<file path="config.mk">
export PLATFORM = sky130hd
export DESIGN_NAME = tx_dma_chan
export DESIGN_NICKNAME = d
export VERILOG_FILES = /design/src/rtl/tx_dma_pkg.sv /design/src/rtl/tx_dma_regs.sv /design/src/rtl/tx_dma_fifo.sv /design/src/rtl/tx_dma_engine.sv /design/src/rtl/tx_dma_chan.sv
export SDC_FILE = /design/constraint.sdc
export NUM_CORES = 1
export LEC_CHECK = 0
export BUFFER_PORTS_ARGS = -buffer_cell sky130_fd_sc_hd__buf_2
export CAP_MARGIN = 20
export CELL_PAD_IN_SITES_DETAIL_PLACEMENT = 1
export CELL_PAD_IN_SITES_GLOBAL_PLACEMENT = 1
export CORE_MARGIN = 10
export CORE_UTILIZATION = 45
export CTS_CLUSTER_DIAMETER = 100
export DETAILED_ROUTE_END_ITERATION = 10
export PLACE_DENSITY = 0.71
export SYNTH_ARGS = -nofsm -noshare
export SYNTH_HDL_FRONTEND = slang
export SYNTH_SLANG_ARGS = --single-unit
</file>
<file path="constraint.sdc">
create_clock -name clk_i -period 6.3 [get_ports clk_i]
set_input_delay 1.26 -clock clk_i [delete_from_list [all_inputs] [get_ports clk_i]]
set_output_delay 1.26 -clock clk_i [all_outputs]
set_load 0.005 [all_outputs]
</file>
<file path="src/rtl/tx_dma_pkg.sv">
package tx_dma_pkg;
  localparam int unsigned WORD_W   = 32;
  localparam int unsigned RA_W     = 5;
  localparam int unsigned LEN_W    = 16;
  localparam int unsigned LEN_LSB  = 16;
  localparam int unsigned MLEN_W   = 5;
  localparam int unsigned DESC_WDS = 4;

  localparam logic [RA_W-1:0] OFF_PTR   = 5'h00;
  localparam logic [RA_W-1:0] OFF_RUN   = 5'h04;
  localparam logic [RA_W-1:0] OFF_BURST = 5'h0C;
  localparam logic [RA_W-1:0] OFF_SWAP  = 5'h18;

  localparam logic [1:0] OWN_ENG = 2'd1;

  typedef enum logic [2:0] {
    S_IDLE, S_DREQ, S_DRD, S_CHECK, S_PREQ, S_PRD, S_DRAIN, S_WB
  } eng_st_e;

  function automatic logic [MLEN_W-1:0] burst_words(input logic [1:0] code);
    case (code)
      2'd0:    return 5'd4;
      2'd1:    return 5'd8;
      default: return 5'd16;
    endcase
  endfunction
endpackage

</file>
<file path="src/rtl/tx_dma_regs.sv">
module tx_dma_regs
  import tx_dma_pkg::*;
#(
  parameter int ADDR_W = 32
) (
  input  logic                clk_i,
  input  logic                rst_ni,
  input  logic                we_i,
  input  logic [RA_W-1:0]     addr_i,
  input  logic [WORD_W-1:0]   wdata_i,
  output logic [WORD_W-1:0]   rdata_o,
  input  logic                eng_idle_i,
  input  logic                ptr_upd_i,
  input  logic [ADDR_W-1:0]   ptr_nxt_i,
  input  logic                eng_end_i,
  output logic [ADDR_W-1:0]   ptr_o,
  output logic                run_o,
  output logic [1:0]          burst_o,
  output logic                swap_o
);
  logic [ADDR_W-1:0] ptr_q;
  logic              run_q;
  logic [1:0]        burst_q;
  logic              swap_q;

  always_ff @(posedge clk_i or negedge rst_ni) begin
    if (!rst_ni) begin
      ptr_q   <= '0;
      run_q   <= 1'b0;
      burst_q <= 2'd0;
      swap_q  <= 1'b0;
    end else begin
      if (ptr_upd_i)
        ptr_q <= ptr_nxt_i;
      else if (we_i && addr_i == OFF_PTR && !run_q && eng_idle_i)
        ptr_q <= wdata_i[ADDR_W-1:0];
      // engine stop wins over a same-cycle software start
      if (eng_end_i)
        run_q <= 1'b0;
      else if (we_i && addr_i == OFF_RUN)
        run_q <= wdata_i[0];
      if (we_i && addr_i == OFF_BURST) burst_q <= wdata_i[1:0];
      if (we_i && addr_i == OFF_SWAP)  swap_q  <= wdata_i[0];
    end
  end

  always_comb begin
    rdata_o = '0;
    case (addr_i)
      OFF_PTR:   rdata_o[ADDR_W-1:0] = ptr_q;
      OFF_RUN:   rdata_o[0]          = run_q;
      OFF_BURST: rdata_o[1:0]        = burst_q;
      OFF_SWAP:  rdata_o[0]          = swap_q;
      default:   rdata_o             = '0;
    endcase
  end

  assign ptr_o   = ptr_q;
  assign run_o   = run_q;
  assign burst_o = burst_q;
  assign swap_o  = swap_q;
endmodule

</file>
<file path="src/rtl/tx_dma_fifo.sv">
module tx_dma_fifo #(
  parameter int W     = 33,
  parameter int DEPTH = 16
) (
  input  logic                         clk_i,
  input  logic                         rst_ni,
  input  logic                         push_i,
  input  logic [W-1:0]                 pdata_i,
  input  logic                         pop_i,
  output logic [W-1:0]                 head_o,
  output logic                         empty_o,
  output logic [$clog2(DEPTH+1)-1:0]   count_o
);
  localparam int AW = $clog2(DEPTH);
  localparam int CW = $clog2(DEPTH + 1);

  logic [W-1:0]  mem_q [DEPTH];
  logic [AW-1:0] wr_q, rd_q;
  logic [CW-1:0] cnt_q;

  always_ff @(posedge clk_i) begin
    if (push_i) mem_q[wr_q] <= pdata_i;
  end

  always_ff @(posedge clk_i or negedge rst_ni) begin
    if (!rst_ni) begin
      wr_q  <= '0;
      rd_q  <= '0;
      cnt_q <= '0;
    end else begin
      if (push_i) wr_q <= (wr_q == AW'(DEPTH - 1)) ? '0 : wr_q + 1'b1;
      if (pop_i)  rd_q <= (rd_q == AW'(DEPTH - 1)) ? '0 : rd_q + 1'b1;
      case ({push_i, pop_i})
        2'b10:   cnt_q <= cnt_q + 1'b1;
        2'b01:   cnt_q <= cnt_q - 1'b1;
        default: cnt_q <= cnt_q;
      endcase
    end
  end

  assign head_o  = mem_q[rd_q];
  assign empty_o = (cnt_q == '0);
  assign count_o = cnt_q;
endmodule

</file>
<file path="src/rtl/tx_dma_engine.sv">
module tx_dma_engine
  import tx_dma_pkg::*;
#(
  parameter int ADDR_W     = 32,
  parameter int FIFO_DEPTH = 16
) (
  input  logic                              clk_i,
  input  logic                              rst_ni,
  input  logic                              run_i,
  input  logic [ADDR_W-1:0]                 ptr_i,
  input  logic [1:0]                        burst_i,
  input  logic                              swap_i,
  output logic                              mem_req_o,
  output logic                              mem_we_o,
  output logic [ADDR_W-1:0]                 mem_addr_o,
  output logic [MLEN_W-1:0]                 mem_len_o,
  output logic [WORD_W-1:0]                 mem_wdata_o,
  input  logic                              mem_gnt_i,
  input  logic                              mem_rvalid_i,
  input  logic [WORD_W-1:0]                 mem_rdata_i,
  input  logic [$clog2(FIFO_DEPTH+1)-1:0]   fifo_count_i,
  output logic                              push_o,
  output logic [WORD_W:0]                   push_data_o,
  output logic                              idle_o,
  output logic                              ptr_upd_o,
  output logic [ADDR_W-1:0]                 ptr_nxt_o,
  output logic                              end_o,
  output logic                              done_irq_o,
  output logic                              end_irq_o
);
  eng_st_e             st_q;
  logic [WORD_W-1:0]   stat_q;
  logic [ADDR_W-1:0]   next_q, cur_q;
  logic [LEN_W-1:0]    rem_q;
  logic [MLEN_W-1:0]   beat_q;
  logic [1:0]          bidx_q;
  logic                done_q, end_q;

  logic [MLEN_W-1:0]   bw, blen;
  logic                room_ok, owned;
  logic [WORD_W-1:0]   swapped;

  for (genvar b = 0; b < 4; b++) begin : g_swap
    assign swapped[8*b +: 8] = mem_rdata_i[8*(3-b) +: 8];
  end

  assign bw      = burst_words(burst_i);
  assign blen    = (rem_q < {{(LEN_W-MLEN_W){1'b0}}, bw}) ? rem_q[MLEN_W-1:0] : bw;
  assign room_ok = (FIFO_DEPTH - int'(fifo_count_i)) >= int'(blen);
  assign owned   = (stat_q[1:0] == OWN_ENG);

  always_comb begin
    mem_req_o   = 1'b0;
    mem_we_o    = 1'b0;
    mem_addr_o  = ptr_i;
    mem_len_o   = MLEN_W'(DESC_WDS);
    mem_wdata_o = '0;
    case (st_q)
      S_DREQ: mem_req_o = 1'b1;
      S_PREQ: begin
        mem_req_o  = room_ok;
        mem_addr_o = cur_q;
        mem_len_o  = blen;
      end
      S_WB: begin
        mem_req_o   = 1'b1;
        mem_we_o    = 1'b1;
        mem_len_o   = 5'd1;
        mem_wdata_o = {stat_q[WORD_W-1:2], 2'b00};
      end
      default: ;
    endcase
  end

  always_ff @(posedge clk_i or negedge rst_ni) begin
    if (!rst_ni) begin
      st_q   <= S_IDLE;
      stat_q <= '0;
      next_q <= '0;
      cur_q  <= '0;
      rem_q  <= '0;
      beat_q <= '0;
      bidx_q <= '0;
      done_q <= 1'b0;
      end_q  <= 1'b0;
    end else begin
      done_q <= 1'b0;
      end_q  <= 1'b0;
      case (st_q)
        S_IDLE: if (run_i) st_q <= S_DREQ;
        S_DREQ: if (mem_gnt_i) begin
          bidx_q <= '0;
          st_q   <= S_DRD;
        end
        S_DRD: if (mem_rvalid_i) begin
          case (bidx_q)
            2'd0:    stat_q <= mem_rdata_i;
            2'd1:    next_q <= mem_rdata_i[ADDR_W-1:0];
            2'd2:    cur_q  <= mem_rdata_i[ADDR_W-1:0];
            default: ;
          endcase
          bidx_q <= bidx_q + 2'd1;
          if (bidx_q == 2'd3) st_q <= S_CHECK;
        end
        S_CHECK: begin
          if (!owned) begin
            end_q <= 1'b1;
            st_q  <= S_IDLE;
          end else begin
            rem_q <= stat_q[LEN_LSB +: LEN_W];
            st_q  <= (stat_q[LEN_LSB +: LEN_W] == '0) ? S_WB : S_PREQ;
          end
        end
        S_PREQ: if (room_ok && mem_gnt_i) begin
          beat_q <= blen;
          rem_q  <= rem_q - {{(LEN_W-MLEN_W){1'b0}}, blen};
          cur_q  <= cur_q + ADDR_W'({blen, 2'b00});
          st_q   <= S_PRD;
        end
        S_PRD: if (mem_rvalid_i) begin
          beat_q <= beat_q - 5'd1;
          if (beat_q == 5'd1) st_q <= (rem_q == '0) ? S_DRAIN : S_PREQ;
        end
        S_DRAIN: if (fifo_count_i == '0) st_q <= S_WB;
        S_WB: if (mem_gnt_i) begin
          done_q <= 1'b1;
          st_q   <= S_IDLE;
        end
        default: st_q <= S_IDLE;
      endcase
    end
  end

  assign push_o      = (st_q == S_PRD) && mem_rvalid_i;
  assign push_data_o = {(rem_q == '0) && (beat_q == 5'd1), swap_i ? swapped : mem_rdata_i};
  assign idle_o      = (st_q == S_IDLE);
  assign ptr_upd_o   = (st_q == S_WB) && mem_gnt_i;
  assign ptr_nxt_o   = next_q;
  assign end_o       = (st_q == S_CHECK) && !owned;
  assign done_irq_o  = done_q;
  assign end_irq_o   = end_q;
endmodule

</file>
<file path="src/rtl/tx_dma_chan.sv">
module tx_dma_chan
  import tx_dma_pkg::*;
#(
  parameter int ADDR_W     = 32,
  parameter int FIFO_DEPTH = 16
) (
  input  logic                clk_i,
  input  logic                rst_ni,
  input  logic                reg_we_i,
  input  logic [4:0]          reg_addr_i,
  input  logic [31:0]         reg_wdata_i,
  output logic [31:0]         reg_rdata_o,
  output logic                mem_req_o,
  output logic                mem_we_o,
  output logic [ADDR_W-1:0]   mem_addr_o,
  output logic [4:0]          mem_len_o,
  output logic [31:0]         mem_wdata_o,
  input  logic                mem_gnt_i,
  input  logic                mem_rvalid_i,
  input  logic [31:0]         mem_rdata_i,
  output logic                tx_valid_o,
  input  logic                tx_ready_i,
  output logic [31:0]         tx_data_o,
  output logic                tx_last_o,
  output logic                done_irq_o,
  output logic                end_irq_o
);
  localparam int CW = $clog2(FIFO_DEPTH + 1);

  logic [ADDR_W-1:0] ptr, ptr_nxt;
  logic              run_q, swap, eng_idle, ptr_upd, eng_end;
  logic [1:0]        burst;
  logic              push, fifo_empty;
  logic [WORD_W:0]   push_data, head;
  logic [CW-1:0]     fifo_count;

  tx_dma_regs #(.ADDR_W(ADDR_W)) u_regs (
    .clk_i      (clk_i),
    .rst_ni     (rst_ni),
    .we_i       (reg_we_i),
    .addr_i     (reg_addr_i),
    .wdata_i    (reg_wdata_i),
    .rdata_o    (reg_rdata_o),
    .eng_idle_i (eng_idle),
    .ptr_upd_i  (ptr_upd),
    .ptr_nxt_i  (ptr_nxt),
    .eng_end_i  (eng_end),
    .ptr_o      (ptr),
    .run_o      (run_q),
    .burst_o    (burst),
    .swap_o     (swap)
  );

  tx_dma_engine #(.ADDR_W(ADDR_W), .FIFO_DEPTH(FIFO_DEPTH)) u_eng (
    .clk_i        (clk_i),
    .rst_ni       (rst_ni),
    .run_i        (run_q),
    .ptr_i        (ptr),
    .burst_i      (burst),
    .swap_i       (swap),
    .mem_req_o    (mem_req_o),
    .mem_we_o     (mem_we_o),
    .mem_addr_o   (mem_addr_o),
    .mem_len_o    (mem_len_o),
    .mem_wdata_o  (mem_wdata_o),
    .mem_gnt_i    (mem_gnt_i),
    .mem_rvalid_i (mem_rvalid_i),
    .mem_rdata_i  (mem_rdata_i),
    .fifo_count_i (fifo_count),
    .push_o       (push),
    .push_data_o  (push_data),
    .idle_o       (eng_idle),
    .ptr_upd_o    (ptr_upd),
    .ptr_nxt_o    (ptr_nxt),
    .end_o        (eng_end),
    .done_irq_o   (done_irq_o),
    .end_irq_o    (end_irq_o)
  );

  tx_dma_fifo #(.W(WORD_W + 1), .DEPTH(FIFO_DEPTH)) u_fifo (
    .clk_i   (clk_i),
    .rst_ni  (rst_ni),
    .push_i  (push),
    .pdata_i (push_data),
    .pop_i   (tx_valid_o && tx_ready_i),
    .head_o  (head),
    .empty_o (fifo_empty),
    .count_o (fifo_count)
  );

  assign tx_valid_o = !fifo_empty;
  assign tx_data_o  = head[WORD_W-1:0];
  assign tx_last_o  = head[WORD_W];
endmodule

</file>
==> summary.txt, run 1 <==
DIE
-------------------------------------------------------------------------------------
Number of placement rows ...............................................           94
Die Area ...............................................................  77,980 um^2
Initial standard-cell utilization of the core ..........................       45.68%
Die W ..................................................................     279.3 um
Area of the core region ................................................  66,220 um^2
Chip height ............................................................     279.3 um
I/O pin count ..........................................................          214

CLOCK TREE
-------------------------------------------------------------------------------------
Clock-pin slew of the registers on the worst-case setup and hold paths .      0.06 ns
Number of sinks driven by the clock tree ...............................          701
TritonCTS Buffers ......................................................           74
Post-CTS Repair Setup Buffers ..........................................            0
Cell chosen for the clock root ......................................... sky130_fd_sc_hd__clkbuf_16
Clock Tree Buf Depth ...................................................            3
# H-tree levels ........................................................            3
Cts hold-fix bufs ......................................................            0
TritonCTS clock tree ...................................................          yes
Insertion delay of the later-clocked pin in the worst-skew pair ........      0.63 ns
Number of gates resized after cts ......................................            0

CRITICAL PATH
-------------------------------------------------------------------------------------
Worst R2R Start ........................................................ u_regs.burst_o[1]$_DFFE_PN0P_
Register-to-register setup slack .......................................      1.60 ns
Critical path arrival ..................................................      4.06 ns
Series of cell instances along the critical path ....................... inv_1 -> nand2_1 -> ha_1 -> nor4_1 -> o21bai_1 -> nor2_4 -> mux2i_1 -> ha_1 -> a211oi_1 -> o21a_1 -> nor2_1 -> nand2_1 -> a31oi_1 -> buf_2
Critical Setup Path Class ..............................................      reg2out
Buf+Inv Stages, Crit Path ..............................................            2
Biggest fanout along the worst timing path .............................            7
Destination of the critical timing path ................................    mem_req_o
Reg-to-reg critical path endpoint ...................................... u_eng.cur_q[20]$_DFFE_PN0P_
Number of logic stages on the critical path including buffering ........           14
Startpoint type of the worst setup path ................................         flop
Kind of cell adding the most delay to the critical path ................ compound AO/OA/AOI/OAI gates
Element type at the critical path end ..................................  output port
Worst endpoint required time ...........................................      5.04 ns
Number of cell instances on the worst register-to-register path ........           15
Master of the slowest instance on the critical path .................... sky130_fd_sc_hd__mux2i_1
Maximum single-stage delay on the critical path ........................      0.52 ns
Startpoint of the worst setup timing path .............................. u_regs.burst_o[1]$_DFFE_PN0P_

GLOBAL ROUTE
-------------------------------------------------------------------------------------
Maximum number of pins on one net before global-route repair ...........           97
Global-route usage over all layers .....................................       21.58%
Antenna violations before repair .......................................            3
Vias in the first global route .........................................       19,550
First-pass GRT wire length .............................................   126,500 um
Grt ovf ................................................................            0

STATUS
-------------------------------------------------------------------------------------
Outcome ................................................................    completed

SYNTH
-------------------------------------------------------------------------------------
Largest area contributor in the synthesized netlist .................... sky130_fd_sc_hd__edfxtp_1
Number of warnings printed during yosys synthesis ......................            0
Number of enable flip-flop cells after synthesis .......................          528
Cell with the most instances after synthesis ........................... sky130_fd_sc_hd__edfxtp_1
Per-instance average area after synthesis ..............................   16.19 um^2
Area share of the leading cell type in the synthesized netlist .........       52.42%
Synthesized instance count .............................................        1,868
Sequential-to-total area share from yosys stat .........................       66.74%
Ranking of synthesized cells by area ................................... sky130_fd_sc_hd__edfxtp_1 (52%), sky130_fd_sc_hd__dfrtp_1 (14%), sky130_fd_sc_hd__mux4_2 (12%)
Flip-flop and latch count after synthesis ..............................          701
Netlist area before placement ..........................................  30,250 um^2
Share of synthesized registers carrying an async set or reset ..........       24.68%
Main flop type after synthesis ......................................... sky130_fd_sc_hd__edfxtp_1
Most frequent cells after synthesis .................................... sky130_fd_sc_hd__edfxtp_1 (528), sky130_fd_sc_hd__dfrtp_1 (173), sky130_fd_sc_hd__mux4_2 (165)
Number of unique standard cell types used by synthesis .................           77

PLACE
-------------------------------------------------------------------------------------
Number of port buffers .................................................          211
RD Place Congestion ....................................................       0.8864
Final HPWL from detailed placement .....................................    52,830 um

FINAL LAYOUT
-------------------------------------------------------------------------------------
Area of the multi-input gates ..........................................    9525 um^2
Proportion of layout cells with a drive suffix above 1 .................       31.11%
Fill cell total of the finished layout .................................        6,257
Area taken by flip-flops and latches ...................................  20,190 um^2
Synthesis-to-layout area growth ........................................       14.97%
Final Net Count ........................................................        2,197

ROUTE
-------------------------------------------------------------------------------------
Wirelength, routed .....................................................    84,580 um
Number of vias in the routed layout ....................................       17,980
Number of remaining DRC errors .........................................            0
Average vias per placed instance .......................................        5.967
Post-detailed-route wirelength per cell ................................     28.07 um
Count of TritonRoute iterations in the first routing pass ..............            5
Number of antenna-violating nets in the routed design ..................            0
First-iteration detailed-routing DRC count .............................        1,664

STA
-------------------------------------------------------------------------------------
Setup clock skew after layout ..........................................   0.02078 ns
Setup repair after global routing missed its margin ....................        false
Final Critical Period ..................................................     5.317 ns
Setup TNS ..............................................................         0 ns
Tightest Pin Transition ................................................     1.044 ns
Pins over their slew limit .............................................            0
Fin Hold WS ............................................................    0.4934 ns
Setup Viol. Count Final ................................................            0
Count of final hold-check violations ...................................            0
Relative slew slack ....................................................       30.25%
Max Clock Freq .........................................................    188.1 MHz
Ratio of final minimum period to clock period ..........................       84.40%

POWER
-------------------------------------------------------------------------------------
Total power density per cell area ...................................... 405.3 nW/um^2
Clock network fraction of design power .................................        31.2%
Power Total ............................................................     14.09 mW
Worst VDD drop .........................................................    0.2365 mV
Lkg Pwr ................................................................     13.25 nW
Net switching component of the power ...................................     4.394 mW
Switching portion of total power .......................................       31.18%
Relative contribution of sequential cells to total power ...............        41.1%
Logic gate share of total power ........................................        27.6%
Internal Power .........................................................     9.698 mW

HOLD PATH
-------------------------------------------------------------------------------------
Min-Delay Path Class ...................................................      reg2reg

RUN
-------------------------------------------------------------------------------------
Number of maximum-capacitance violations ...............................            0

==> cells by family after synthesis <==
kind of cell / synth area share (%)
flip-flops: 66.74
adder cells (fa/ha/maj): 1.498
other: 0.02483
AO/OA/AOI/OAI: 5.076
buffers and inverters: 2.135
AND/OR/NAND/NOR: 7.020
XOR/XNOR: 0.2606
multiplexers: 17.25
==> area by class of cell <==
class | instances | share of cell area, %
inverter | 33 | 0.3562
multi-input combinational | 1027 | 27.39
tap | 864 | 3.109
timing repair buffer | 250 | 3.987
antenna | 2 | 0.01439
clock inverter | 44 | 1.396
sequential | 701 | 58.08
clock buffer | 92 | 5.667
==> cells in the final DEF (no fill, tap or decap), types with 10 or more instances in the layout <==
cell | netlist | routed
sky130_fd_sc_hd__a21oi_1 | 94 | 94
sky130_fd_sc_hd__nand2_1 | 157 | 155
sky130_fd_sc_hd__a211oi_1 | 12 | 12
sky130_fd_sc_hd__nor4_1 | 14 | 10
sky130_fd_sc_hd__nor2_1 | 89 | 84
sky130_fd_sc_hd__nor2b_1 | 12 | 12
sky130_fd_sc_hd__clkbuf_1 | 53 | 14
sky130_fd_sc_hd__o21ai_0 | 53 | 53
sky130_fd_sc_hd__clkinv_2 | 0 | 18
sky130_fd_sc_hd__and2_1 | 63 | 63
sky130_fd_sc_hd__buf_4 | 5 | 36
sky130_fd_sc_hd__mux2_2 | 100 | 100
sky130_fd_sc_hd__ha_1 | 33 | 33
sky130_fd_sc_hd__nand3_1 | 18 | 18
sky130_fd_sc_hd__inv_1 | 33 | 33
sky130_fd_sc_hd__buf_2 | 35 | 210
sky130_fd_sc_hd__dfrtp_1 | 173 | 169
sky130_fd_sc_hd__mux4_2 | 165 | 165
sky130_fd_sc_hd__clkbuf_16 | 0 | 75
sky130_fd_sc_hd__edfxtp_1 | 528 | 528
sky130_fd_sc_hd__and3_1 | 14 | 10
sky130_fd_sc_hd__nor3_1 | 21 | 17
sky130_fd_sc_hd__mux2i_1 | 36 | 36
sky130_fd_sc_hd__o22ai_1 | 19 | 19
==> power by group through the flow <==
stage / sequential, mW / clock (mW) / combinational (mW)
2_1_floorplan: 5.57 / 0 / 2.88
3_3_place_gp: 5.86 / 0 / 3.85
3_5_place_dp: 5.89 / 0 / 3.95
4_1_cts: 5.80 / 4.48 / 3.96
5_1_grt: 5.85 / 4.68 / 4.25
6_report: 5.80 / 4.40 / 3.90
==> stage by stage <==
stage / instance area [um^2] / cells / utilization (%) / setup slack (ns)
3_5_place_dp: 32310 / 2875 / 48.80 / 1.691
6_report: 34770 / 3013 / 52.51 / 0.9826
5_1_grt: 34770 / 3011 / 52.51 / 0.6865
4_1_cts: 34770 / 3011 / 52.51 / 0.9843
2_1_floorplan: 30250 / 1869 / - / 0.9819
3_3_place_gp: 32300 / 2874 / 48.78 / 1.862
==> worst min-delay path by stage <==
| stage | endpoint | cells past startpoint | startpoint | slack [ns] |
|---|---|---|---|---|
| after floorplan | u_eng.cur_q[0]$_DFFE_PN0P_ | 2 | u_eng.cur_q[0]$_DFFE_PN0P_ | 0.45 |
| after global placement | u_eng.cur_q[1]$_DFFE_PN0P_ | 2 | u_eng.cur_q[1]$_DFFE_PN0P_ | 0.46 |
| after detailed placement | u_eng.cur_q[1]$_DFFE_PN0P_ | 2 | u_eng.cur_q[1]$_DFFE_PN0P_ | 0.48 |
| after CTS | u_eng.stat_q[2]$_DFFE_PN0P_ | 1 | u_eng.stat_q[2]$_DFFE_PN0P_ | 0.50 |
| after global routing | u_eng.stat_q[11]$_DFFE_PN0P_ | 1 | u_eng.stat_q[11]$_DFFE_PN0P_ | 0.52 |
| final | u_eng.stat_q[2]$_DFFE_PN0P_ | 1 | u_eng.stat_q[2]$_DFFE_PN0P_ | 0.49 |
==> state kept, by name, indices dropped and copies added, names as in the netlist <==
name / cells
u_fifo.mem_q: 528
u_eng.stat_q: 32
u_eng.done_irq_o: 1
u_regs.swap_o: 1
u_fifo.rd_q: 4
u_eng.ptr_nxt_o: 32
u_fifo.count_o: 5
u_regs.run_o: 1
u_eng.rem_q: 16
u_regs.ptr_o: 32
u_fifo.wr_q: 4
u_eng.end_irq_o: 1
u_eng.cur_q: 32
u_regs.burst_o: 2
u_eng.st_q: 3
u_eng.bidx_q: 2
u_eng.beat_q: 5
==> per-layer routing <==
metal | wire length (um) | global-route usage, % | part of all wire [%] | up-vias
li1 | - | - | - | 7708
met1 | 34600 | 27.93 | 41 | 9457
met2 | 42240 | 36.54 | 50 | 673
met3 | 5189 | 3.595 | 6.1 | 142
met4 | 2551 | 7.274 | 3.0 | 0
met5 | 0 | 0 | 0 | -
==> worst register-to-register path, stage by stage, from the launching register on <==
cell and delay, ns:
sky130_fd_sc_hd__dfrtp_1 0.44, sky130_fd_sc_hd__inv_1 0.11, sky130_fd_sc_hd__nand2_1 0.09, sky130_fd_sc_hd__ha_1 0.21
sky130_fd_sc_hd__nor4_1 0.27, sky130_fd_sc_hd__o21bai_1 0.23, sky130_fd_sc_hd__nor2_4 0.26, sky130_fd_sc_hd__mux2i_1 0.54
sky130_fd_sc_hd__ha_1 0.22, sky130_fd_sc_hd__o21ai_0 0.09, sky130_fd_sc_hd__o21a_1 0.24, sky130_fd_sc_hd__nor3_2 0.59
sky130_fd_sc_hd__nand2b_1 0.77, sky130_fd_sc_hd__buf_4 0.35, sky130_fd_sc_hd__a21oi_1 0.10, sky130_fd_sc_hd__a21oi_1 0.13
(Power assumes the default switching activity.)
==> run 2: changes to the inputs <==
--- a/config.mk
+++ b/config.mk
@@ -13,7 +13,7 @@
 export CORE_UTILIZATION = 45
 export CTS_CLUSTER_DIAMETER = 100
 export DETAILED_ROUTE_END_ITERATION = 10
-export PLACE_DENSITY = 0.71
+export PLACE_DENSITY = 0.74
 export SYNTH_ARGS = -nofsm -noshare
 export SYNTH_HDL_FRONTEND = slang
 export SYNTH_SLANG_ARGS = --single-unit
==> constraint.sdc (replaced) <==
create_clock -name clk_i -period 4.8 [get_ports clk_i]
set_input_delay 0.96 -clock clk_i [delete_from_list [all_inputs] [get_ports clk_i]]
set_output_delay 0.96 -clock clk_i [all_outputs]
set_load 0.005 [all_outputs]
==> run 2 against run 1 <==
  * Sequential cell count is the same
  * Critical path depth is the same
  * Count of clock-buffer cells in the layout shrank 1
  * Setup slack lost 0.82 ns
  * Critical path type unchanged
  * Non-clock buffer count grew 9
  * Critical endpoint unchanged
  * Sequential share of layout area shrank 0.26 points
  * Design area grew 0.45%
  * Highest routed layer is now met5
  * Power grew 32%
==> summary.txt, run 2 (synthesis gave the netlist of run 1 again) <==
CRITICAL PATH
-------------------------------------------------------------------------------------
Series of cell instances along the critical path ....................... inv_1 -> nand2_1 -> ha_1 -> o21ai_1 -> o21bai_2 -> nor2_4 -> mux2_4 -> ha_1 -> o21a_1 -> o22ai_2 -> nor2_1 -> nand2_1 -> a31oi_1 -> buf_2
Critical path arrival ..................................................      3.68 ns   -0.38 ns
Element type at the critical path end ..................................  output port
Startpoint type of the worst setup path ................................         flop
Kind of cell adding the most delay to the critical path ................ compound AO/OA/AOI/OAI gates
Buf+Inv Stages, Crit Path ..............................................            2   unchanged
Biggest fanout along the worst timing path .............................            7   unchanged
Critical Setup Path Class ..............................................      reg2out
Worst endpoint required time ...........................................      3.84 ns   -1.20 ns
Master of the slowest instance on the critical path .................... sky130_fd_sc_hd__dfrtp_1
Maximum single-stage delay on the critical path ........................      0.49 ns   -0.03 ns

FINAL LAYOUT
-------------------------------------------------------------------------------------
Final Instance Area ....................................................  34,930 um^2   +0.45%
Leading cell type in the layout, fill and taps excluded ................ sky130_fd_sc_hd__edfxtp_1
Commonest cells after routing, fill and taps aside ..................... sky130_fd_sc_hd__edfxtp_1 (528), sky130_fd_sc_hd__buf_2 (210), sky130_fd_sc_hd__dfrtp_1 (169)
Number of flip-flops in the largest register ...........................          528   unchanged
Proportion of layout cells with a drive suffix above 1 .................       31.26%   +0.15 points
Synthesis-to-layout area growth ........................................       15.49%
Core utilization of the finished layout ................................       52.75%   +0.24 points
ANT cells ..............................................................            0   -2
Final Net Count ........................................................        2,207   +0.46%
Largest register by flop count ......................................... u_fifo.mem_q

STA
-------------------------------------------------------------------------------------
Count of final hold-check violations ...................................            0   unchanged
Ratio of final minimum period to clock period ..........................       96.64%
Max Clock Freq .........................................................    215.6 MHz
Setup Viol. Count Final ................................................            0   unchanged
Final Critical Period ..................................................     4.639 ns
Setup clock skew after layout ..........................................   0.01427 ns   -0.006503 ns
Fin Hold WS ............................................................    0.4552 ns   -0.03820 ns
Pins over their slew limit .............................................            0   unchanged
Tightest Pin Transition ................................................     1.029 ns   -0.01525 ns
Setup TNS ..............................................................         0 ns   unchanged
Relative slew slack ....................................................       31.17%   +0.92 points

GLOBAL ROUTE
-------------------------------------------------------------------------------------
First-pass GRT wire length .............................................   128,300 um   +1.5%
Global-route usage over all layers .....................................       21.86%   +0.28 points
Grt ovf ................................................................            0   unchanged
Antenna violations before repair .......................................            6   +3
Maximum number of pins on one net before global-route repair ...........          114   +18%
Vias in the first global route .........................................       19,750   +1.0%

DIE
-------------------------------------------------------------------------------------
Area of the core region ................................................  66,220 um^2   unchanged
I/O pin count ..........................................................          214   unchanged
Initial standard-cell utilization of the core ..........................       45.68%   unchanged
Die W ..................................................................     279.3 um   unchanged
Number of placement rows ...............................................           94   unchanged
Die Area ...............................................................  77,980 um^2   unchanged
Chip height ............................................................     279.3 um   unchanged

ROUTE
-------------------------------------------------------------------------------------
First-iteration detailed-routing DRC count .............................        1,416   -15%
Average vias per placed instance .......................................        6.016   +0.82%
Post-detailed-route wirelength per cell ................................     28.34 um   +0.95%
Wirelength, routed .....................................................    85,580 um   +1.2%
Number of vias in the routed layout ....................................       18,170   +1.1%
Number of antenna-violating nets in the routed design ..................            0   unchanged
Count of TritonRoute iterations in the first routing pass ..............            5   unchanged
Number of remaining DRC errors .........................................            0   unchanged

CLOCK TREE
-------------------------------------------------------------------------------------
TritonCTS clock tree ...................................................          yes
Cell chosen for the clock root ......................................... sky130_fd_sc_hd__clkbuf_16
Clock-pin slew of the registers on the worst-case setup and hold paths .      0.06 ns   about the same
Insertion delay of the later-clocked pin in the worst-skew pair ........      0.61 ns   -0.02 ns
Number of sinks driven by the clock tree ...............................          701   unchanged
Cts hold-fix bufs ......................................................            0   unchanged
Clock Tree Buf Depth ...................................................            3   unchanged
TritonCTS Buffers ......................................................           75   +1.4%
# H-tree levels ........................................................            3   unchanged

STATUS
-------------------------------------------------------------------------------------
Outcome ................................................................    completed

PLACE
-------------------------------------------------------------------------------------
Placed cell areas ......................................................  32,440 um^2   +0.41%
Final HPWL from detailed placement .....................................    53,870 um   +2.0%
RD Place Congestion ....................................................       0.8741   -1.4%
Number of port buffers .................................................          211   unchanged

POWER
-------------------------------------------------------------------------------------
Power Total ............................................................     18.67 mW   +32%
Lkg Pwr ................................................................     13.30 nW   +0.37%
Worst VDD drop .........................................................    0.2695 mV   +14%
Total power density per cell area ...................................... 534.4 nW/um^2   +32%

HOLD PATH
-------------------------------------------------------------------------------------
Min-Delay Path Class ...................................................     in2async

RUN
-------------------------------------------------------------------------------------
Number of maximum-capacitance violations ...............................            0   unchanged

## run 2: changes by cell type in the layout (fill, tap and decap cells not counted), moves of 3 or more
cell                         delta
sky130_fd_sc_hd__clkinv_2      -11
sky130_fd_sc_hd__clkinvlp_4     +4
sky130_fd_sc_hd__buf_4          +4
sky130_fd_sc_hd__inv_6          +3
sky130_fd_sc_hd__clkinv_1       +6
sky130_fd_sc_hd__buf_12         +6
## run 2: final cells by class
type | instances | area [um^2]
well taps | 864 | 1081
fillers | 6293 | 31290
clock inverters | 45 | 489.2
clock buffers | 91 | 1968
repair buffers | 259 | 1525
inverters | 33 | 123.9
flip-flops and latches | 701 | 20190
multi-input cells | 1027 | 9548
## run 2: through the flow
step,setup slack (ns),instances
detailed placement,0.6793,2883
floorplan,-0.2181,1869
global route,-0.01560,3020
finish,0.1612,3020
global placement,0.8341,2883
CTS,0.1212,3019
## run 2: repair_timing
action | 4_1_cts | 5_1_grt
resized for setup | 0 | 5
endpoints found under the hold margin | 0 | 0
endpoints found under the setup margin | 0 | 1
setup buffers | 0 | 1
## run 2: final timing paths
path,startpoint,end,slack (ns),cells past startpoint
max,u_regs.burst_o[1]$_DFFE_PN0P_,mem_req_o,0.16,14
min reg2reg,u_eng.cur_q[1]$_DFFE_PN0P_,u_eng.cur_q[1]$_DFFE_PN0P_,0.48,2
min in group clk_i,u_eng.cur_q[1]$_DFFE_PN0P_,u_eng.cur_q[1]$_DFFE_PN0P_,0.48,2
max reg2reg,u_regs.burst_o[1]$_DFFE_PN0P_,u_eng.rem_q[7]$_DFFE_PN0P_,0.60,15
max in group asynchronous,rst_ni,u_eng.cur_q[0]$_DFFE_PN0P_,3.31,2
min,rst_ni,u_eng.done_irq_o$_DFF_PN0_,0.46,1
## run 2: report_power, final
| part | internal, mW | switching (mW) |
|---|---|---|
| clock network | 3.42 | 2.39 |
| registers | 6.98 | 0.529 |
| logic | 2.45 | 2.89 |
| total | 12.9 | 5.81 |
## run 2: routing by layer
| metal | vias up | share of wire [%] | GRT usage (%) |
|---|---|---|---|
| met2 | 703 | 51 | 37.34 |
| met1 | 9610 | 41 | 28.78 |
| met4 | 4 | 2.0 | 5.574 |
| met5 | - | 0.039 | 0 |
| li1 | 7735 | - | - |
| met3 | 117 | 6.3 | 3.587 |
==> run 3: changes to the inputs <==
--- a/config.mk
+++ b/config.mk
@@ -16,4 +16,5 @@
 export PLACE_DENSITY = 0.74
 export SYNTH_ARGS = -nofsm -noshare
 export SYNTH_HDL_FRONTEND = slang
+export SYNTH_HIERARCHICAL = 1
 export SYNTH_SLANG_ARGS = --single-unit
==> run 3 against run 2 <==
  * The run now ends with setup timing left
  * Synthesized area is 2.7% higher
  * Clock power grew 0.7%
  * Critical path depth up 5
  * Maximum frequency decreased by 3.9%
  * Setup slack got worse by 0.19 ns
  * First-iteration DRC count grew 36%
  * Critical endpoint unchanged
  * Largest cell class unchanged
==> summary.txt, run 3 <==
DIE
-------------------------------------------------------------------------------------
Area of the core region ................................................  68,470 um^2   +3.4%
Chip height ............................................................     282.7 um   +1.3%
Number of placement rows ...............................................           96   +2.1%
Die Area ...............................................................  79,940 um^2   +2.5%
Initial standard-cell utilization of the core ..........................       45.37%   -0.30 points
I/O pin count ..........................................................          214   unchanged
Die W ..................................................................     282.7 um   +1.3%

ROUTE
-------------------------------------------------------------------------------------
First-iteration detailed-routing DRC count .............................        1,925   +36%
Average vias per placed instance .......................................        6.306   +4.8%
Wirelength, routed .....................................................    98,100 um   +15%
Post-detailed-route wirelength per cell ................................     30.58 um   +7.9%
Number of vias in the routed layout ....................................       20,230   +11%
Count of TritonRoute iterations in the first routing pass ..............            5   unchanged
Number of remaining DRC errors .........................................            0   unchanged
Number of antenna-violating nets in the routed design ..................            0   unchanged

PLACE
-------------------------------------------------------------------------------------
Final HPWL from detailed placement .....................................    62,350 um   +16%
RD Place Congestion ....................................................       0.9023   +3.2%
Placed cell areas ......................................................  33,320 um^2   +2.7%
Post-Place Setup Slack .................................................    0.1303 ns   -0.5489 ns
Number of port buffers .................................................          211   unchanged

STA
-------------------------------------------------------------------------------------
Setup repair after global routing missed its margin ....................         true
Relative slew slack ....................................................       24.86%   -6.3 points
Pins over their slew limit .............................................            0   unchanged
Fin Hold WS ............................................................    0.3464 ns   -0.1088 ns
Tightest Pin Transition ................................................     1.127 ns   +0.09837 ns
Final Critical Period ..................................................     4.826 ns   +0.1874 ns
Max Clock Freq .........................................................    207.2 MHz   -3.9%
Count of final hold-check violations ...................................            0   unchanged
Setup clock skew after layout ..........................................   0.02423 ns   +0.009954 ns
Ratio of final minimum period to clock period ..........................       100.5%   +3.9 points
Setup Viol. Count Final ................................................            1   +1
Worst setup margin .....................................................  -0.02619 ns   -0.1874 ns

CLOCK TREE
-------------------------------------------------------------------------------------
Insertion delay of the later-clocked pin in the worst-skew pair ........      0.63 ns   +0.02 ns
# H-tree levels ........................................................            3   unchanged
Cell chosen for the clock root ......................................... sky130_fd_sc_hd__clkbuf_16
Clock-pin slew of the registers on the worst-case setup and hold paths .      0.06 ns   about the same
Number of sinks driven by the clock tree ...............................          701   unchanged
TritonCTS clock tree ...................................................          yes
Clock Tree Buf Depth ...................................................            3   unchanged
TritonCTS Buffers ......................................................           75   unchanged

STATUS
-------------------------------------------------------------------------------------
Outcome ................................................................ complete, but fails checks
Failing checks ......................................................... setup timing

POWER
-------------------------------------------------------------------------------------
Lkg Pwr ................................................................     13.34 nW   +0.28%
Total power density per cell area ...................................... 569.2 nW/um^2   +6.5%
Power Total ............................................................     20.55 mW   +10%
Worst VDD drop .........................................................    0.3603 mV   +34%

GLOBAL ROUTE
-------------------------------------------------------------------------------------
Antenna violations before repair .......................................            2   -4
Grt ovf ................................................................            0   unchanged
First-pass GRT wire length .............................................   144,200 um   +12%
Vias in the first global route .........................................       21,550   +9.1%
Maximum number of pins on one net before global-route repair ...........           89   -22%
Global-route usage over all layers .....................................       24.39%   +2.5 points

SYNTH
-------------------------------------------------------------------------------------
Number of unique standard cell types used by synthesis .................           93   +21%
Flip-flop and latch count after synthesis ..............................          701   unchanged
Most frequent cells after synthesis .................................... sky130_fd_sc_hd__edfxtp_1 (528), sky130_fd_sc_hd__nand2_1 (215), sky130_fd_sc_hd__dfrtp_1 (173)
Number of enable flip-flop cells after synthesis .......................          528   unchanged
Main flop type after synthesis ......................................... sky130_fd_sc_hd__edfxtp_1
Sequential-to-total area share from yosys stat .........................       64.97%   -1.8 points
Area share of the leading cell type in the synthesized netlist .........       51.04%   -1.4 points
Cell with the most instances after synthesis ........................... sky130_fd_sc_hd__edfxtp_1
Per-instance average area after synthesis ..............................   15.27 um^2   -5.7%
Synthesized instance count .............................................        2,035   +8.9%
Ranking of synthesized cells by area ................................... sky130_fd_sc_hd__edfxtp_1 (51%), sky130_fd_sc_hd__dfrtp_1 (14%), sky130_fd_sc_hd__mux4_2 (9.6%)
Number of warnings printed during yosys synthesis ......................            6   +6
Netlist area before placement ..........................................  31,070 um^2   +2.7%
Largest area contributor in the synthesized netlist .................... sky130_fd_sc_hd__edfxtp_1
Share of synthesized registers carrying an async set or reset ..........       24.68%   unchanged

FINAL LAYOUT
-------------------------------------------------------------------------------------
Largest register by flop count ......................................... u_fifo/mem_q
Core utilization of the finished layout ................................       52.73%   about the same
Final Net Count ........................................................        2,373   +7.5%
Number of flip-flops in the largest register ...........................          528   unchanged
Final Instance Area ....................................................  36,100 um^2   +3.4%
Synthesis-to-layout area growth ........................................       16.21%
Commonest cells after routing, fill and taps aside ..................... sky130_fd_sc_hd__edfxtp_1 (528), sky130_fd_sc_hd__nand2_1 (211), sky130_fd_sc_hd__buf_2 (210)
Leading cell type in the layout, fill and taps excluded ................ sky130_fd_sc_hd__edfxtp_1
Proportion of layout cells with a drive suffix above 1 .................       32.19%   +0.92 points

CRITICAL PATH
-------------------------------------------------------------------------------------
Worst R2R Start ........................................................ u_regs/burst_o[1]$_DFFE_PN0P_
Register-to-register setup slack .......................................      0.63 ns   +0.03 ns
Reg-to-reg critical path endpoint ...................................... u_eng/cur_q[12]$_DFFE_PN0P_
Biggest fanout along the worst timing path .............................            2   -5
Element type at the critical path end ..................................  output port
Worst endpoint required time ...........................................      3.84 ns   about the same
Destination of the critical timing path ................................    mem_req_o
Startpoint type of the worst setup path ................................         flop
Number of cell instances on the worst register-to-register path ........           16   +1
Critical path arrival ..................................................      3.87 ns   +0.19 ns
Critical Setup Path Class ..............................................      reg2out
Startpoint of the worst setup timing path .............................. u_regs/burst_o[1]$_DFFE_PN0P_

RUN
-------------------------------------------------------------------------------------
Number of maximum-capacitance violations ...............................            0   unchanged

HOLD PATH
-------------------------------------------------------------------------------------
Min-Delay Path Class ...................................................     in2async

[run 3: cell types whose count changed after synthesis, sizes merged, moves of 30 or more]
cell | previous run | this run
nor3 | 24 | 62
inv | 33 | 63
nand4b | 4 | 35
mux4 | 165 | 132
nand2 | 157 | 216
a22oi | 6 | 76
a21oi | 94 | 25
o311ai | 0 | 33
mux2i | 36 | 6
[run 3: timing repair]
| action | in CTS | in global routing |
|---|---|---|
| setup buffers | 8 | 7 |
| endpoints found under the setup margin | 1 | 1 |
| hold buffers | 0 | 0 |
| pin swaps | 6 | 8 |
| resized for setup | 20 | 13 |
[run 3: metal layers]
metal / track usage [%] / share of wire, % / vias to the layer above / routed length, um
met5: 0 / 0.010 / - / 10
met4: 10.62 / 4.4 / 2 / 4314
met3: 4.603 / 7.1 / 207 / 6975
met2: 40.56 / 50 / 955 / 48620
met1: 30.91 / 39 / 10660 / 38180
li1: - / - / 8406 / -
[run 3: worst min path at each step]
stage / from / end / cells after the start
after CTS: rst_ni / u_eng/stat_q[1]$_DFFE_PN0P_ / 1
after global routing: rst_ni / u_eng/stat_q[1]$_DFFE_PN0P_ / 1
final: rst_ni / u_eng/stat_q[1]$_DFFE_PN0P_ / 1
after detailed placement: u_eng/cur_q[0]$_DFFE_PN0P_ / u_eng/cur_q[0]$_DFFE_PN0P_ / 2
after floorplan: u_eng/cur_q[0]$_DFFE_PN0P_ / u_eng/cur_q[0]$_DFFE_PN0P_ / 2
after global placement: u_eng/cur_q[0]$_DFFE_PN0P_ / u_eng/cur_q[0]$_DFFE_PN0P_ / 2
[run 3: cell type report]
class	count	area (um^2)
Antenna cell	2	5.005
Multi-Input combinational cell	1138	10300
Inverter	63	236.5
Sequential cell	701	20190
Tap cell	882	1104
Clock buffer	94	2031
Fill cell	6626	32360
Clock inverter	41	466.7
Timing Repair Buffer	287	1762
[run 3: kinds of logic (layout without fill, tap and decap cells)]
kind of cell             count (synthesis)  count (layout)  synth area share (%)
other                                    2               5               0.02417
AND/OR/NAND/NOR                        552             552                 9.505
AO/OA/AOI/OAI                          296             296                 7.326
flip-flops                             701             701                 64.97
multiplexers                           242             242                 13.53
XOR/XNOR                                13              13                0.3665
adder cells (fa/ha/maj)                 32              32                 1.313
buffers and inverters                  197             485                 2.960
[run 3: worst max-delay path, cell delays in order, from the launching register on]
cell and delay, ns:
sky130_fd_sc_hd__dfrtp_1 0.39, sky130_fd_sc_hd__inv_2 0.09, sky130_fd_sc_hd__nand2_4 0.06, sky130_fd_sc_hd__ha_4 0.17, sky130_fd_sc_hd__nor4_4 0.35, sky130_fd_sc_hd__nor2_4 0.07, sky130_fd_sc_hd__nor2_4 0.13, sky130_fd_sc_hd__nand2_2 0.10
sky130_fd_sc_hd__inv_2 0.10, sky130_fd_sc_hd__ha_4 0.19, sky130_fd_sc_hd__nand2b_4 0.14, sky130_fd_sc_hd__a211oi_4 0.26, sky130_fd_sc_hd__buf_4 0.16, sky130_fd_sc_hd__o2111ai_4 0.12, sky130_fd_sc_hd__o311a_4 0.16, sky130_fd_sc_hd__or2_4 0.24
sky130_fd_sc_hd__a21o_1 0.16, sky130_fd_sc_hd__nand3_2 0.08, sky130_fd_sc_hd__a31oi_2 0.09, sky130_fd_sc_hd__buf_2 0.17
[run 3: power breakdown]
part / switching, mW / total [mW] / internal (mW)
Combinational: 3.93 / 6.70 / 2.77
Sequential: 0.637 / 8.00 / 7.36
Clock: 2.45 / 5.85 / 3.40
[run 3: through the flow]
stage	instances	setup TNS, ns
finish	3208	-0.02619
floorplan	2036	0
CTS	3199	0
global placement	3056	0
global route	3207	-0.1527
detailed placement	3056	0
